File: config.mk
export PLATFORM = sky130hd
export DESIGN_NAME = ext_irq_front
export DESIGN_NICKNAME = d
export VERILOG_FILES = /design/src/rtl/ext_irq_pkg.sv /design/src/rtl/ext_irq_rst_sync.sv /design/src/rtl/ext_irq_pin_sync.sv /design/src/rtl/ext_irq_detect.sv /design/src/rtl/ext_irq_regs.sv /design/src/rtl/ext_irq_front.sv
export SDC_FILE = /design/constraint.sdc
export NUM_CORES = 1
export LEC_CHECK = 0
export CORE_UTILIZATION = 35
export DETAILED_ROUTE_END_ITERATION = 8
export GPL_TIMING_DRIVEN = 1
export SYNTH_ARGS = -nofsm -noshare
export SYNTH_HDL_FRONTEND = slang
export SYNTH_SLANG_ARGS = --single-unit
export TNS_END_PERCENT = 1
File: constraint.sdc
create_clock -name clk -period 12.1 [get_ports clk]
set_clock_uncertainty 0.1 [all_clocks]
set_input_delay 2.42 -clock clk [delete_from_list [all_inputs] [get_ports clk]]
set_output_delay 2.42 -clock clk [all_outputs]
set_load 0.02 [all_outputs]
File: src/rtl/ext_irq_pkg.sv
package ext_irq_pkg;
  localparam int CODE_W = 3;
  localparam int SLOT_W = 4;

  typedef enum logic [2:0] {
    TRIG_LOW,
    TRIG_HIGH,
    TRIG_FALL,
    TRIG_RISE,
    TRIG_BOTH
  } trig_e;

  function automatic trig_e decode_trig(input logic [CODE_W-1:0] code);
    trig_e t;
    case (code[2:1])
      2'b00:   t = code[0] ? TRIG_HIGH : TRIG_LOW;
      2'b01:   t = TRIG_FALL;
      2'b10:   t = TRIG_RISE;
      default: t = TRIG_BOTH;
    endcase
    return t;
  endfunction
endpackage

File: src/rtl/ext_irq_rst_sync.sv
module ext_irq_rst_sync (
  input  logic clk,
  input  logic rst_n,
  output logic rst_sync_n
);
  logic [1:0] stage_q;
  logic [1:0] stage_d;

  always_comb stage_d = {stage_q[0], 1'b1};

  always_ff @(posedge clk or negedge rst_n) begin
    if (!rst_n) stage_q <= 2'b00;
    else        stage_q <= stage_d;
  end

  assign rst_sync_n = stage_q[1];
endmodule

File: src/rtl/ext_irq_pin_sync.sv
module ext_irq_pin_sync #(
  parameter int WIDTH = 24
) (
  input  logic             clk,
  input  logic             rst_n,
  input  logic [WIDTH-1:0] pin_i,
  output logic [WIDTH-1:0] lvl_o,
  output logic [WIDTH-1:0] prev_o
);
  logic [WIDTH-1:0] meta_q, lvl_q, prev_q;
  logic [WIDTH-1:0] meta_d, lvl_d, prev_d;

  always_comb begin
    meta_d = pin_i;
    lvl_d  = meta_q;
    prev_d = lvl_q;
  end

  always_ff @(posedge clk or negedge rst_n) begin
    if (!rst_n) begin
      meta_q <= '1;
      lvl_q  <= '1;
      prev_q <= '1;
    end else begin
      meta_q <= meta_d;
      lvl_q  <= lvl_d;
      prev_q <= prev_d;
    end
  end

  assign lvl_o  = lvl_q;
  assign prev_o = prev_q;
endmodule

File: src/rtl/ext_irq_detect.sv
module ext_irq_detect
  import ext_irq_pkg::*;
#(
  parameter int NUM_PINS = 24
) (
  input  logic [NUM_PINS-1:0]             lvl_i,
  input  logic [NUM_PINS-1:0]             prev_i,
  input  logic [NUM_PINS-1:0][CODE_W-1:0] code_i,
  output logic [NUM_PINS-1:0]             hit_o
);
  for (genvar g = 0; g < NUM_PINS; g++) begin : g_pin
    logic rise, fall;
    assign rise = lvl_i[g] & ~prev_i[g];
    assign fall = ~lvl_i[g] & prev_i[g];
    always_comb begin
      case (decode_trig(code_i[g]))
        TRIG_LOW:  hit_o[g] = ~lvl_i[g];
        TRIG_HIGH: hit_o[g] = lvl_i[g];
        TRIG_FALL: hit_o[g] = fall;
        TRIG_RISE: hit_o[g] = rise;
        default:   hit_o[g] = rise | fall;
      endcase
    end
  end
endmodule

File: src/rtl/ext_irq_regs.sv
module ext_irq_regs
  import ext_irq_pkg::*;
#(
  parameter int NUM_PINS       = 24,
  parameter int NUM_DIRECT     = 4,
  parameter int FIELDS_PER_REG = 8,
  parameter int ADDR_W         = 3,
  parameter int DATA_W         = 32
) (
  input  logic                            clk,
  input  logic                            rst_n,
  input  logic                            bus_en,
  input  logic                            bus_we,
  input  logic [ADDR_W-1:0]               bus_addr,
  input  logic [DATA_W-1:0]               bus_wdata,
  output logic [DATA_W-1:0]               bus_rdata,
  input  logic [NUM_PINS-1:0]             hit_i,
  output logic [NUM_PINS-1:0][CODE_W-1:0] code_o,
  output logic [NUM_PINS-1:0]             mask_o,
  output logic [NUM_PINS-1:0]             pend_o
);
  localparam int NUM_CFG = (NUM_PINS + FIELDS_PER_REG - 1) / FIELDS_PER_REG;
  localparam logic [ADDR_W-1:0] A_MASK = ADDR_W'(NUM_CFG);
  localparam logic [ADDR_W-1:0] A_PEND = ADDR_W'(NUM_CFG + 1);
  localparam logic [NUM_PINS-1:0] EXT_BITS =
    {{(NUM_PINS-NUM_DIRECT){1'b1}}, {NUM_DIRECT{1'b0}}};

  logic [NUM_PINS-1:0][CODE_W-1:0] code_q, code_d;
  logic [NUM_PINS-1:0]             mask_q, mask_d;
  logic [NUM_PINS-1:0]             pend_q, pend_d;
  logic [NUM_PINS-1:0]             clr_bits;
  logic [DATA_W-1:0]               rd_val, rdata_q;
  logic                            wr_req, rd_req, cfg_en, mask_en;

  assign wr_req  = bus_en & bus_we;
  assign rd_req  = bus_en & ~bus_we;
  assign cfg_en  = wr_req & (bus_addr < A_MASK);
  assign mask_en = wr_req & (bus_addr == A_MASK);

  always_comb begin
    code_d = code_q;
    for (int p = 0; p < NUM_PINS; p++) begin
      if (bus_addr == ADDR_W'(p / FIELDS_PER_REG))
        code_d[p] = bus_wdata[SLOT_W*(p % FIELDS_PER_REG) +: CODE_W];
    end
  end

  always_comb begin
    mask_d   = bus_wdata[NUM_PINS-1:0] & EXT_BITS;
    clr_bits = (wr_req && bus_addr == A_PEND) ? bus_wdata[NUM_PINS-1:0] : '0;
    pend_d   = ((pend_q & ~clr_bits) | hit_i) & EXT_BITS;
  end

  always_comb begin
    rd_val = '0;
    if (bus_addr < A_MASK) begin
      for (int p = 0; p < NUM_PINS; p++) begin
        if (bus_addr == ADDR_W'(p / FIELDS_PER_REG))
          rd_val[SLOT_W*(p % FIELDS_PER_REG) +: CODE_W] = code_q[p];
      end
    end else if (bus_addr == A_MASK) begin
      rd_val[NUM_PINS-1:0] = mask_q;
    end else if (bus_addr == A_PEND) begin
      rd_val[NUM_PINS-1:0] = pend_q;
    end
  end

  always_ff @(posedge clk or negedge rst_n) begin
    if (!rst_n) begin
      code_q  <= '0;
      mask_q  <= EXT_BITS;
      pend_q  <= '0;
      rdata_q <= '0;
    end else begin
      if (cfg_en)  code_q  <= code_d;
      if (mask_en) mask_q  <= mask_d;
      pend_q <= pend_d;
      if (rd_req)  rdata_q <= rd_val;
    end
  end

  assign code_o    = code_q;
  assign mask_o    = mask_q;
  assign pend_o    = pend_q;
  assign bus_rdata = rdata_q;
endmodule

File: src/rtl/ext_irq_front.sv
module ext_irq_front
  import ext_irq_pkg::*;
#(
  parameter int NUM_PINS       = 24,
  parameter int NUM_DIRECT     = 4,
  parameter int GRP_LO_LAST    = 7,
  parameter int FIELDS_PER_REG = 8,
  parameter int ADDR_W         = 3,
  parameter int DATA_W         = 32
) (
  input  logic                  clk,
  input  logic                  rst_n,
  input  logic [NUM_PINS-1:0]   pin_i,
  input  logic                  bus_en,
  input  logic                  bus_we,
  input  logic [ADDR_W-1:0]     bus_addr,
  input  logic [DATA_W-1:0]     bus_wdata,
  output logic [DATA_W-1:0]     bus_rdata,
  output logic [NUM_DIRECT-1:0] direct_req_o,
  output logic                  grp_lo_req_o,
  output logic                  grp_hi_req_o
);
  logic                            rst_sync_n;
  logic [NUM_PINS-1:0]             lvl_vec, prev_vec, hit_vec;
  logic [NUM_PINS-1:0]             mask_vec, pend_vec, live_vec;
  logic [NUM_PINS-1:0][CODE_W-1:0] code_vec;
  logic [NUM_DIRECT-1:0]           direct_q, direct_d;

  ext_irq_rst_sync u_rst (
    .clk(clk), .rst_n(rst_n), .rst_sync_n(rst_sync_n)
  );

  ext_irq_pin_sync #(.WIDTH(NUM_PINS)) u_sync (
    .clk(clk), .rst_n(rst_sync_n), .pin_i(pin_i),
    .lvl_o(lvl_vec), .prev_o(prev_vec)
  );

  ext_irq_detect #(.NUM_PINS(NUM_PINS)) u_det (
    .lvl_i(lvl_vec), .prev_i(prev_vec), .code_i(code_vec), .hit_o(hit_vec)
  );

  ext_irq_regs #(
    .NUM_PINS(NUM_PINS), .NUM_DIRECT(NUM_DIRECT),
    .FIELDS_PER_REG(FIELDS_PER_REG), .ADDR_W(ADDR_W), .DATA_W(DATA_W)
  ) u_regs (
    .clk(clk), .rst_n(rst_sync_n),
    .bus_en(bus_en), .bus_we(bus_we), .bus_addr(bus_addr),
    .bus_wdata(bus_wdata), .bus_rdata(bus_rdata),
    .hit_i(hit_vec), .code_o(code_vec), .mask_o(mask_vec), .pend_o(pend_vec)
  );

  always_comb direct_d = hit_vec[NUM_DIRECT-1:0];

  always_ff @(posedge clk or negedge rst_sync_n) begin
    if (!rst_sync_n) direct_q <= '0;
    else             direct_q <= direct_d;
  end

  assign direct_req_o = direct_q;
  assign live_vec     = pend_vec & ~mask_vec;
  assign grp_lo_req_o = |live_vec[GRP_LO_LAST:NUM_DIRECT];
  assign grp_hi_req_o = |live_vec[NUM_PINS-1:GRP_LO_LAST+1];
endmodule

After elaboration in Yosys (flattened, before gate mapping)
Cells that the tools add are included.
Widths: inputs -> output; s select.

storage, ports and cells
  register bits = 220
  input port bits = 63

cells by class
  equal/unequal tests = 124
  bitwise gates (word level) = 130
  muxes and demuxes = 113
  order comparisons = 1
  reductions and logical operators = 55

operators by type and width
  operator            count
  $pmux 3 s3          24
  $eq 3x2->1 const B  50
  $mux 3              32
  $pmux 1 s4          24
  $eq 3x1->1 const B  25
  $logic_not 3->1     25
  $mux 24             3
  $and 1x1->1         52
  $not 1->1           49
  $and 24x24->24      2
  $eq 2x1->1 const B  24
  $eq 2x2->1 const B  24
  $logic_not 2->1     24
  $not 24->24         2
  $mux 1              30
  $or 1x1->1          24
  $or 24x24->24       1
  $reduce_or 16->1    1
  $reduce_and 2->1    3
  $reduce_or 4->1     1
  $eq 3x3->1 const B  1
  $lt 3x2->1 const B  1
  $logic_and 1x1->1   1

Logic depth before layout (Yosys ltp)
Gate-level depths: netlist of run 1.

  depth in word-level cells = 6
  mapped depth = 7
  mapped depth without buffers = 6

Modules after synthesis
Synthesis of run 1 repeated with hierarchy kept, for this count alone.

unflattened totals
  cells, all modules = 1025
  area total of the unflattened synthesis = 12056.6 um2

modules (own cells, without submodules)
  module            cells each  seq. area each (um2)  times used  area each (um2)
  ext_irq_regs      503         3553.4                1           6502.5
  ext_irq_detect    416         0.0                   1           3298.2
  ext_irq_pin_sync  72          1891.8                1           1891.8
  ext_irq_front     31          100.1                 1           310.3
  ext_irq_rst_sync  3           50.0                  1           53.8

Least setup slack after synthesis of run 1
Ideal clock, no wire load.

  kind = input port to flip-flop
  start point = input port bus_addr[1]
  end point = register u_regs.code_q (netlist bit u_regs.code_o[48])
  stages on the path = 6
  data required time = 11.875 ns
  path buffers = 3
  library setup time = 0.125 ns
  path slack = 8.164 ns
  data arrival time = 3.711 ns
  cell sequence = buf_2 -> nor2b_1 -> buf_2 -> nor3b_2 -> buf_2 -> mux2_2

on the way
  longest elaborated chain between the ends = 3

ends and longest elaborated chain
  item                            RTL line             source
  start: declaration              ext_irq_front.sv:16  input logic [ADDR_W-1:0] bus_addr,
  $lt 3x2->1                      ext_irq_regs.sv:37   assign cfg_en = wr_req & (bus_addr < A_MASK);
  $and 1x1->1                     ext_irq_regs.sv:37
  $reduce_and 2->1 (no line) (*)  -
  end signal: assignment          ext_irq_regs.sv:75   if (cfg_en) code_q <= code_d;
  end: declaration                ext_irq_regs.sv:28   logic [NUM_PINS-1:0][CODE_W-1:0] code_q, code_d;

Mark *: on every way between the ends. The rest lies on a longest branch, timed or not.
A chain may end at the register's enable or synchronous reset.

Worst setup path in the final report of run 1
  start point = input port bus_addr[1]
  end point = register u_regs.code_q (netlist bit u_regs.code_o[66])

The elaborated chain is that of the path after synthesis.

==> reports/metrics.csv, run 1 <==
stage,metric,value,unit
run,MaxCap Viol Count,0,
critical_path,Critical Path RT,12.40,ns
drt,vias per inst,4.938,
floorplanning,Core Footprint,0.03270,mm^2
cells_and_area,layout cell share with drive strength beyond 1,20.64,%
critical_path,reg2reg path depth,2,
power_and_ir_drop,sequential share of power,43.1,%
clocking,Longest Clk Path Bufs,3,
timing,RSZ-0062 raised after global routing,no,
floorplanning,Initial Util,35.77,%
cells_and_area,nets,1320,
yosys,Yosys top cell by area,dfrtp_1,
status,status,"finished, final reports clean",
grt,Overflow after GRT,0,
power_and_ir_drop,internal power,1.609,mW
power_and_ir_drop,Clk pwr share,33.6,%
drt,first drt pass iteration count,4,
floorplanning,die footprint,0.03415,mm^2
placed_design,IO buf count,94,
floorplanning,# rows,66,
timing,final setup vio count,0,
placed_design,HPWL after DPL,18790,um
grt,gr usage total,16.18,%
drt,Antenna Nets Post-Route,0,
yosys,dominant cells by area after synthesis,"dfrtp_1 27%, dfstp_2 21%, ha_1 16%",
yosys,register area share after synthesis,47.84,%
grt,number of global-route vias before repair,7879,
power_and_ir_drop,VDD IR max,93.34,uV
yosys,Yosys cell types,42,
yosys,share of the synthesized area in the top cell type,27.17,%
clocking,CTS buffer count,26,
timing,Period minus WS final,5.026,ns
critical_path,Startpoint Class,input pin,
critical_path,Crit. End Element,flip-flop,
clocking,Skew-Pair Late Insertion Delay,0.52,ns
critical_path,reg-to-reg critical path endpoint,u_regs.code_o[53],
critical_path,crit-path max FO,29,
placed_design,"Cell Area, Placed",0.01314,mm^2
drt,Initial DRC Count,378,
placed_design,gpl congestion,0.8047,
drt,Routed wire per std cell,17.24,um
power_and_ir_drop,Sw Ratio,29.54,%
clocking,CTS resizes,0,
drt,Vias,7738,
cells_and_area,Area Overhead vs Synth,19.58,%
yosys,"FF+latch count, synth",219,
timing,hold slack,0.2473,ns
timing,"Hold Vio Cnt, Final",0,
floorplanning,die span in y,184.8,um
critical_path,crit path launch,bus_addr[1],
clocking,Post-CTS Hold Fix Bufs,0,
yosys,Syn Area/Cell,11.65,um^2
yosys,Ys Warns,0,
floorplanning,I/O pin total,101,
timing,setup TNS,0,ns
cells_and_area,"Core Util, Final",42.77,%
timing,pin slew with the least headroom to its limit,1.170,ns
critical_path,critical path class,input pin to flip-flop,
timing,Final Cycle Share,41.54,%
yosys,Syn Inst Count,1004,
clocking,setup repair bufs after CTS,0,
timing,fmax,0.1990,GHz
clocking,CTS tree,done,
timing,slew margin rel.,21.66,%
grt,largest net degree at the start of global routing,69,
critical_path,Critical Path AT,5.32,ns
clocking,# clock sinks,219,
clocking,CTS H-Tree Depth,1,
worst_hold_path,type of the worst min-delay path,flip-flop to flip-flop,
grt,antenna violations before repair,2,
power_and_ir_drop,combinational share of power,23.4,%
critical_path,Reg-to-Reg Start,u_rst.stage_q[1],
drt,residual DRC count,0,
clocking,clock-pin slew on the worst setup and hold paths,0.05,ns
power_and_ir_drop,net load switching power,0.6745,mW
critical_path,Worst R2R Setup Slack,9.56,ns
power_and_ir_drop,Pleak,6.331,nW
critical_path,CP endpoint,u_regs.code_o[66],
power_and_ir_drop,Pwr Density,163.3,mW/mm^2
cells_and_area,"Design Area, Final",0.01399,mm^2
grt,first-pass GRT wire length,43030,um
yosys,synthesized cell area,0.01170,mm^2
drt,"wirelength, routed",27020,um
floorplanning,die width,184.8,um
clocking,Root Driver,clkbuf_16,
timing,final slew viol count,0,
==> cell families (layout without fill, tap and decap cells) <==
family,count (synthesis),after routing,synth area share [%]
compound gates,227,227,12.12
xor+xnor,19,19,1.423
fa+ha+maj,153,153,16.37
buf+inv,160,278,5.520
flops,219,219,47.84
mux,92,92,10.80
other cells,2,5,0.06421
simple gates,132,132,5.862
==> flip-flops by register name, indices dropped and copies added, names as in the netlist, 4 cells and up <==
register,cells
direct_req_o,4
u_regs.bus_rdata,29
u_regs.code_o,72
u_regs.mask_o,20
u_regs.pend_o,20
u_sync.lvl_d,24
u_sync.lvl_o,24
u_sync.prev_o,24
==> layout by cell type, fill, tap and decap left out, types with 20 or more instances in the layout <==
| master | Yosys | layout |
|---|---|---|
| inv_1 | 121 | 121 |
| dfstp_2 | 92 | 92 |
| a21oi_1 | 39 | 39 |
| nand2_1 | 67 | 67 |
| a221oi_1 | 23 | 23 |
| clkdlybuf4s50_1 | 0 | 93 |
| ha_1 | 153 | 153 |
| mux2_2 | 44 | 44 |
| dfrtp_1 | 127 | 126 |
| a211o_1 | 20 | 20 |
| clkbuf_16 | 0 | 27 |
| o21ai_0 | 97 | 97 |
| a22oi_1 | 21 | 21 |
| mux2_4 | 20 | 20 |
| nand4_1 | 20 | 20 |
| nand3b_1 | 23 | 23 |
==> final cells by class <==
class / count / area, um^2
Multi-Input combinational cell: 627 / 5485
Fill cell: 3125 / 18720
Timing Repair Buffer: 108 / 1041
Sequential cell: 219 / 5599
Inverter: 122 / 457.9
Antenna cell: 1 / 2.502
Tap cell: 442 / 553.0
Clock buffer: 42 / 792.0
Clock inverter: 6 / 55.05
==> per-stage QoR <==
step	std cells	total power, mW	setup slack (ns)
floorplan	1006	1.340	5.606
global placement	1518	1.512	6.595
detailed placement	1518	1.531	6.497
CTS	1566	2.314	7.037
global route	1566	2.421	6.950
finish	1567	2.284	7.074
==> critical path: stages <==
cell             delay [ns]
clkdlybuf4s50_1        0.48
buf_4                  0.40
nor2b_1                0.33
buf_4                  0.23
nor3b_4                0.64
buf_4                  0.42
mux2_2                 0.37
==> routing by layer <==
layer | vias to the layer above | wire, um | track usage, %
li1 | 3711 | - | -
met3 | 35 | 1296 | 3.028
met1 | 3837 | 12730 | 22.09
met2 | 153 | 12470 | 26.54
met4 | 2 | 511 | 3.636
met5 | - | 17 | 0
==> cells in the mapped netlist, drive strengths merged <==
master	n
o311a	4
nor3	9
a41oi	1
buf	18
and3b	1
nand2b	2
nor2b	3
a31oi	1
or4b	1
ha	153
nand2	67
o221ai	1
nand3b	23
nand4	20
nor3b	2
conb	2
a211o	20
a22o	9
a21oi	39
mux2i	13
a22oi	21
nor4	1
clkbuf	20
o21ai	104
mux4	15
nor2	1
mux2	64
o22ai	4
dfstp	92
nand3	1
a221oi	23
inv	122
xnor2	19
dfrtp	127
and3	1
==> worst min-delay path by stage <==
stage,startpoint,end,slack (ns),depth (start not counted)
after floorplan,u_rst.stage_q[0],u_rst.stage_q[1],0.23,0
after global placement,u_rst.stage_q[0],u_rst.stage_q[1],0.24,0
after detailed placement,u_rst.stage_q[0],u_rst.stage_q[1],0.24,0
after CTS,u_rst.stage_q[0],u_rst.stage_q[1],0.25,0
after global routing,u_rst.stage_q[0],u_rst.stage_q[1],0.26,0
final,u_sync.lvl_d[21],u_sync.lvl_o[21],0.25,0
==> power groups by stage <==
stage | clock (mW) | combinational (mW) | sequential [mW]
2_1_floorplan | 0 | 0.350 | 0.990
3_3_place_gp | 0 | 0.521 | 0.991
3_5_place_dp | 0 | 0.535 | 0.996
4_1_cts | 0.789 | 0.540 | 0.985
5_1_grt | 0.818 | 0.599 | 1.00
6_report | 0.766 | 0.534 | 0.984
(Power assumes the default switching activity.)
==> run 2, diff against run 1 <==
Clock period 12.1 ns to 4.1 ns, I/O delays scaled along.
==> reports/metrics.csv, run 2 (same netlist as run 1, synthesis figures left out) <==
stage,metric,value,unit,change
status,status,"finished, final reports clean",,unchanged
timing,pin slew with the least headroom to its limit,1.041,ns,was 1.170 ns
cells_and_area,"Core Util, Final",43.25,%,was 42.77%
clocking,Root Driver,clkbuf_16,,unchanged
placed_design,HPWL after DPL,19040,um,"was 18,790 um"
drt,Vias,7689,,"was 7,738"
grt,Overflow after GRT,0,,unchanged
grt,antenna violations before repair,1,,was 2
placed_design,IO buf count,94,,unchanged
timing,"Hold Vio Cnt, Final",0,,unchanged
drt,Antenna Nets Post-Route,0,,unchanged
drt,Initial DRC Count,500,,was 378
clocking,CTS H-Tree Depth,1,,unchanged
grt,met1 usage,22.34,%,was 22.09%
timing,final slew viol count,0,,unchanged
grt,largest net degree at the start of global routing,118,,was 69
worst_hold_path,type of the worst min-delay path,flip-flop to asynchronous set/reset pin,,was flip-flop to flip-flop
clocking,Skew-Pair Late Insertion Delay,0.53,ns,was 0.52 ns
timing,final worst slack,0.8966,ns,was 7.074 ns
clocking,Longest Clk Path Bufs,3,,unchanged
power_and_ir_drop,Pwr Density,493.4,mW/mm^2,was 163.3 mW/mm^2
critical_path,crit path launch,u_regs.mask_o[16],,was bus_addr[1]
timing,Period minus WS final,3.203,ns,
power_and_ir_drop,Pleak,6.411,nW,was 6.331 nW
drt,"wirelength, routed",26950,um,"was 27,020 um"
timing,final setup vio count,0,,unchanged
grt,gr usage total,16.24,%,was 16.18%
timing,slew margin rel.,30.34,%,was 21.66%
timing,setup TNS,0,ns,unchanged
clocking,Post-CTS Hold Fix Bufs,0,,unchanged
critical_path,critical path class,flip-flop to output pin,,was input pin to flip-flop
drt,vias per inst,4.894,,was 4.938
critical_path,"slowest stage delay, CP",0.59,ns,was 0.64 ns
critical_path,Startpoint Class,flip-flop,,was input pin
critical_path,Reg-to-Reg Start,u_regs.code_o[8],,was u_rst.stage_q[1]
clocking,CTS resizes,0,,unchanged
drt,Routed wire per std cell,17.15,um,was 17.24 um
run,MaxCap Viol Count,0,,unchanged
clocking,CTS buffer count,26,,unchanged
power_and_ir_drop,VDD IR max,282.5,uV,was 93.34 uV
grt,met3 Use GR,2.576,%,was 3.028%
placed_design,Placed Cells,1523,,"was 1,518"
clocking,CTS tree,done,,unchanged
timing,RSZ-0062 raised after global routing,no,,unchanged
grt,busiest grt layer,met2,,unchanged
placed_design,Setup WS pre-CTS,0.7139,ns,was 6.497 ns
grt,number of global-route vias before repair,7911,,"was 7,879"
critical_path,critical-path cell list,inv_1 -> a221oi_1 -> nand4_1 -> clkdlybuf4s50_1,,was clkdlybuf4s50_1 -> buf_4 -> nor2b_1 -> buf_4 -> nor3b_4 -> buf_4 -> mux2_2
floorplanning,die span in y,184.8,um,unchanged
floorplanning,I/O pin total,101,,unchanged
placed_design,gpl congestion,0.8344,,was 0.8047
critical_path,Critical Path AT,2.28,ns,was 5.32 ns
critical_path,Critical Path RT,3.18,ns,was 12.40 ns
grt,met2 Usage GRT,26.63,%,was 26.54%
floorplanning,Initial Util,35.77,%,unchanged
clocking,# clock sinks,219,,unchanged
floorplanning,Core Footprint,0.03270,mm^2,unchanged
floorplanning,die footprint,0.03415,mm^2,unchanged
cells_and_area,# diodes,0,,was 1
cells_and_area,number of flip-flops in the largest register,72,,unchanged
cells_and_area,Area Overhead vs Synth,20.91,%,was 19.58%
critical_path,crit-path max FO,3,,was 29
timing,fmax,0.3122,GHz,
floorplanning,die width,184.8,um,unchanged
cells_and_area,nets,1325,,"was 1,320"
critical_path,reg2reg path depth,6,,was 2
clocking,setup repair bufs after CTS,0,,unchanged
cells_and_area,"commonest non-fill, non-tap cell in the layout",ha_1,,unchanged
power_and_ir_drop,Final Power,6.978,mW,was 2.284 mW
cells_and_area,layout cell share with drive strength beyond 1,21.26,%,was 20.64%
critical_path,CP max stage cell,clkdlybuf4s50_1,,was nor3b_4
clocking,clock-pin slew on the worst setup and hold paths,0.06,ns,was 0.05 ns
cells_and_area,most frequent cells in the layout,"153 x ha_1, 126 x dfrtp_1, 121 x inv_1",,unchanged
grt,first-pass GRT wire length,43260,um,"was 43,030 um"
floorplanning,# rows,66,,unchanged
cells_and_area,non-filler instance count after layout,1571,,"was 1,567"
drt,first drt pass iteration count,7,,was 4
critical_path,Crit. End Element,output pin,,was flip-flop
timing,Final Cycle Share,78.13,%,
drt,residual DRC count,0,,unchanged
## run 2: cell types whose count changed in the layout (fill, tap and decap cells not counted)
cell,change
bufinv_16,+3
diode_2,-1
clkinv_2,-2
buf_4,+3
clkbuf_8,+2
buf_12,+2
clkbuf_1,-3
## run 2: critical path, delay by kind of cell, from the launching register on
family,cells,cell delay [ns]
DFF,1,0.54
buffers and inverters,2,0.64
AOI/OAI and AO/OA,1,0.38
and+or+nand+nor,1,0.20
## run 2: power breakdown
part / internal, mW / switching (mW) / leakage, nW
sequential: 2.55 / 0.343 / 2.47
clock: 1.59 / 0.905 / 0.466
combinational: 0.822 / 0.761 / 3.48
total: 4.97 / 2.01 / 6.41
## run 2: metal layers
metal	wire length, um	part of all wire [%]
met5	13	0.048
met4	572	2.1
met3	1244	4.6
met2	12390	46
met1	12720	47
## run 2: metrics by stage
stage / instance area (um^2) / hold WS, ns
5_1_grt: 14140 / 0.2129
2_1_floorplan: 11710 / 0.2311
3_3_place_gp: 13200 / 0.1802
3_5_place_dp: 13200 / 0.1786
4_1_cts: 14140 / 0.1890
6_report: 14140 / 0.1715
## run 2: worst paths after layout
path / to / slack (ns)
max: grp_hi_req_o / 0.90
min: u_regs.code_o[46] / 0.17
max reg2reg: direct_req_o[2] / 2.32
min reg2reg: u_regs.code_o[46] / 0.17
max in group asynchronous: u_regs.bus_rdata[15] / 2.74
min in group clk: u_rst.stage_q[1] / 0.25
## run 2: layout make-up
cell class	count	area (um^2)
Sequential cell	219	5599
Fill cell	3076	18560
Clock inverter	7	135.1
Tap cell	442	553.0
Inverter	122	457.9
Timing Repair Buffer	113	1104
Clock buffer	41	808.3
Multi-Input combinational cell	627	5485
==> run 3, diff against run 2 <==
Clock period 4.1 ns to 3 ns, I/O delays scaled along.
==> reports/metrics.csv, run 3 (same netlist as run 1, synthesis figures left out) <==
stage,metric,value,unit,change
timing,Period minus WS final,2.832,ns,
floorplanning,Core Footprint,0.03270,mm^2,unchanged
grt,antenna violations before repair,2,,was 1
cells_and_area,layout cell share with drive strength beyond 1,21.65,%,was 21.26%
floorplanning,I/O pin total,101,,unchanged
clocking,CTS H-Tree Depth,1,,unchanged
drt,Routed wire per std cell,17.19,um,was 17.15 um
floorplanning,Initial Util,35.77,%,unchanged
drt,Vias,7809,,"was 7,689"
timing,final setup vio count,0,,unchanged
clocking,clock-pin slew on the worst setup and hold paths,0.06,ns,about the same
clocking,Root Driver,clkbuf_16,,unchanged
clocking,CTS buffer count,26,,unchanged
worst_hold_path,type of the worst min-delay path,input pin to asynchronous set/reset pin,,was flip-flop to asynchronous set/reset pin
run,MaxCap Viol Count,0,,unchanged
power_and_ir_drop,Pwr Density,659.1,mW/mm^2,was 493.4 mW/mm^2
drt,residual DRC count,0,,unchanged
cells_and_area,number of flip-flops in the largest register,72,,unchanged
placed_design,HPWL after DPL,19560,um,"was 19,040 um"
placed_design,Placed Cells,1531,,"was 1,523"
cells_and_area,non-filler instance count after layout,1579,,"was 1,571"
cells_and_area,multi-input logic area,0.005485,mm^2,unchanged
drt,"wirelength, routed",27140,um,"was 26,950 um"
drt,Initial DRC Count,385,,was 500
timing,Final Cycle Share,94.41,%,
cells_and_area,"commonest non-fill, non-tap cell in the layout",ha_1,,unchanged
critical_path,crit-path max FO,3,,unchanged
timing,setup TNS,0,ns,unchanged
timing,hold slack,0.1343,ns,was 0.1715 ns
timing,fmax,0.3531,GHz,
floorplanning,die footprint,0.03415,mm^2,unchanged
power_and_ir_drop,VDD IR max,423.4,uV,was 282.5 uV
cells_and_area,most frequent cells in the layout,"153 x ha_1, 126 x dfrtp_1, 121 x inv_1",,unchanged
placed_design,gpl congestion,0.8110,,was 0.8344
clocking,CTS tree,done,,unchanged
floorplanning,die width,184.8,um,unchanged
floorplanning,# rows,66,,unchanged
grt,number of global-route vias before repair,7965,,"was 7,911"
clocking,Skew-Pair Late Insertion Delay,0.53,ns,about the same
critical_path,Startpoint Class,flip-flop,,unchanged
timing,final slew viol count,0,,unchanged
critical_path,Crit. End Element,output pin,,unchanged
status,status,"finished, final reports clean",,unchanged
cells_and_area,fillers,3140,,"was 3,076"
grt,largest net degree at the start of global routing,63,,was 118
timing,RSZ-0062 raised after global routing,no,,unchanged
cells_and_area,"Design Area, Final",0.01416,mm^2,was 0.01414 mm^2
critical_path,critical path class,flip-flop to output pin,,unchanged
timing,"Hold Vio Cnt, Final",0,,unchanged
grt,first-pass GRT wire length,43590,um,"was 43,260 um"
drt,vias per inst,4.946,,was 4.894
grt,gr usage total,16.46,%,was 16.24%
critical_path,Critical Path RT,2.30,ns,was 3.18 ns
clocking,Post-CTS Hold Fix Bufs,0,,unchanged
power_and_ir_drop,Pleak,6.414,nW,was 6.411 nW
timing,pin slew with the least headroom to its limit,1.042,ns,was 1.041 ns
grt,Overflow after GRT,0,,unchanged
critical_path,Critical Path AT,2.13,ns,was 2.28 ns
clocking,# clock sinks,219,,unchanged
cells_and_area,nets,1333,,"was 1,325"
drt,first drt pass iteration count,5,,was 7
clocking,Longest Clk Path Bufs,3,,unchanged
cells_and_area,Area Overhead vs Synth,21.06,%,was 20.91%
placed_design,IO buf count,94,,unchanged
drt,Antenna Nets Post-Route,0,,unchanged
placed_design,"Cell Area, Placed",0.01328,mm^2,was 0.01320 mm^2
cells_and_area,register area,0.005599,mm^2,unchanged
timing,slew margin rel.,30.31,%,was 30.34%
floorplanning,die span in y,184.8,um,unchanged
-- run 3: layout make-up --
| cell class | instances | share of cell area [%] |
|---|---|---|
| sequential | 219 | 39.54 |
| multi-input combinational | 627 | 38.74 |
| timing repair buffer | 121 | 8.386 |
| clock buffer | 40 | 5.540 |
| tap | 442 | 3.906 |
| inverter | 122 | 3.234 |
| clock inverter | 7 | 0.6362 |
| antenna | 1 | 0.01767 |
-- run 3: timing repair --
action,CTS,global route
gates resized for setup,1,0
endpoints found under the setup margin,1,0
setup buffers,0,0
-- run 3: metal layers --
| layer | part of all wire (%) | routed length [um] | up-vias | global-route usage (%) |
|---|---|---|---|---|
| met2 | 45 | 12270 | 180 | 26.23 |
| met5 | 0.041 | 11 | - | 0 |
| li1 | - | - | 3729 | - |
| met3 | 5.5 | 1487 | 45 | 3.225 |
| met1 | 47 | 12740 | 3853 | 22.82 |
| met4 | 2.3 | 629 | 2 | 4.264 |
-- run 3: where the power goes --
part / internal, mW / total (mW) / switching (mW) / leakage [nW]
Sequential: 3.49 / 3.97 / 0.478 / 2.47
Combinational: 1.13 / 2.17 / 1.04 / 3.52
Clock: 1.96 / 3.20 / 1.23 / 0.424
-- run 3: worst paths after layout --
check	from	to	slack [ns]	cells past startpoint
worst max-delay path	u_regs.mask_o[16]	grp_hi_req_o	0.17	4
worst min-delay path	rst_n	u_rst.stage_q[1]	0.13	1
worst max register to register	u_regs.code_o[8]	direct_req_o[2]	1.22	6
worst min register to register	u_rst.stage_q[1]	u_regs.code_o[25]	0.25	0
max in group asynchronous	u_rst.stage_q[1]	u_sync.prev_o[13]	1.69	1
min in group clk	u_sync.lvl_d[23]	u_sync.lvl_o[23]	0.25	0
-- run 3: metrics by stage --
stage | setup slack, ns | utilization (%) | total power, mW
after floorplan | 0.7302 | - | 5.404
after global placement | 0.2695 | 40.62 | 6.119
after detailed placement | 0.2532 | 40.62 | 6.202
after CTS | 0.1627 | 43.29 | 9.462
after global routing | 0.07587 | 43.29 | 9.914
final | 0.1676 | 43.30 | 9.333
-- run 3: worst max-delay path, cell delays in order, from the launching register on --
cell and delay, ns:
dfstp_2 0.54, inv_1 0.04, a221oi_1 0.42, nand4_1 0.21
dlygate4sd2_1 0.38
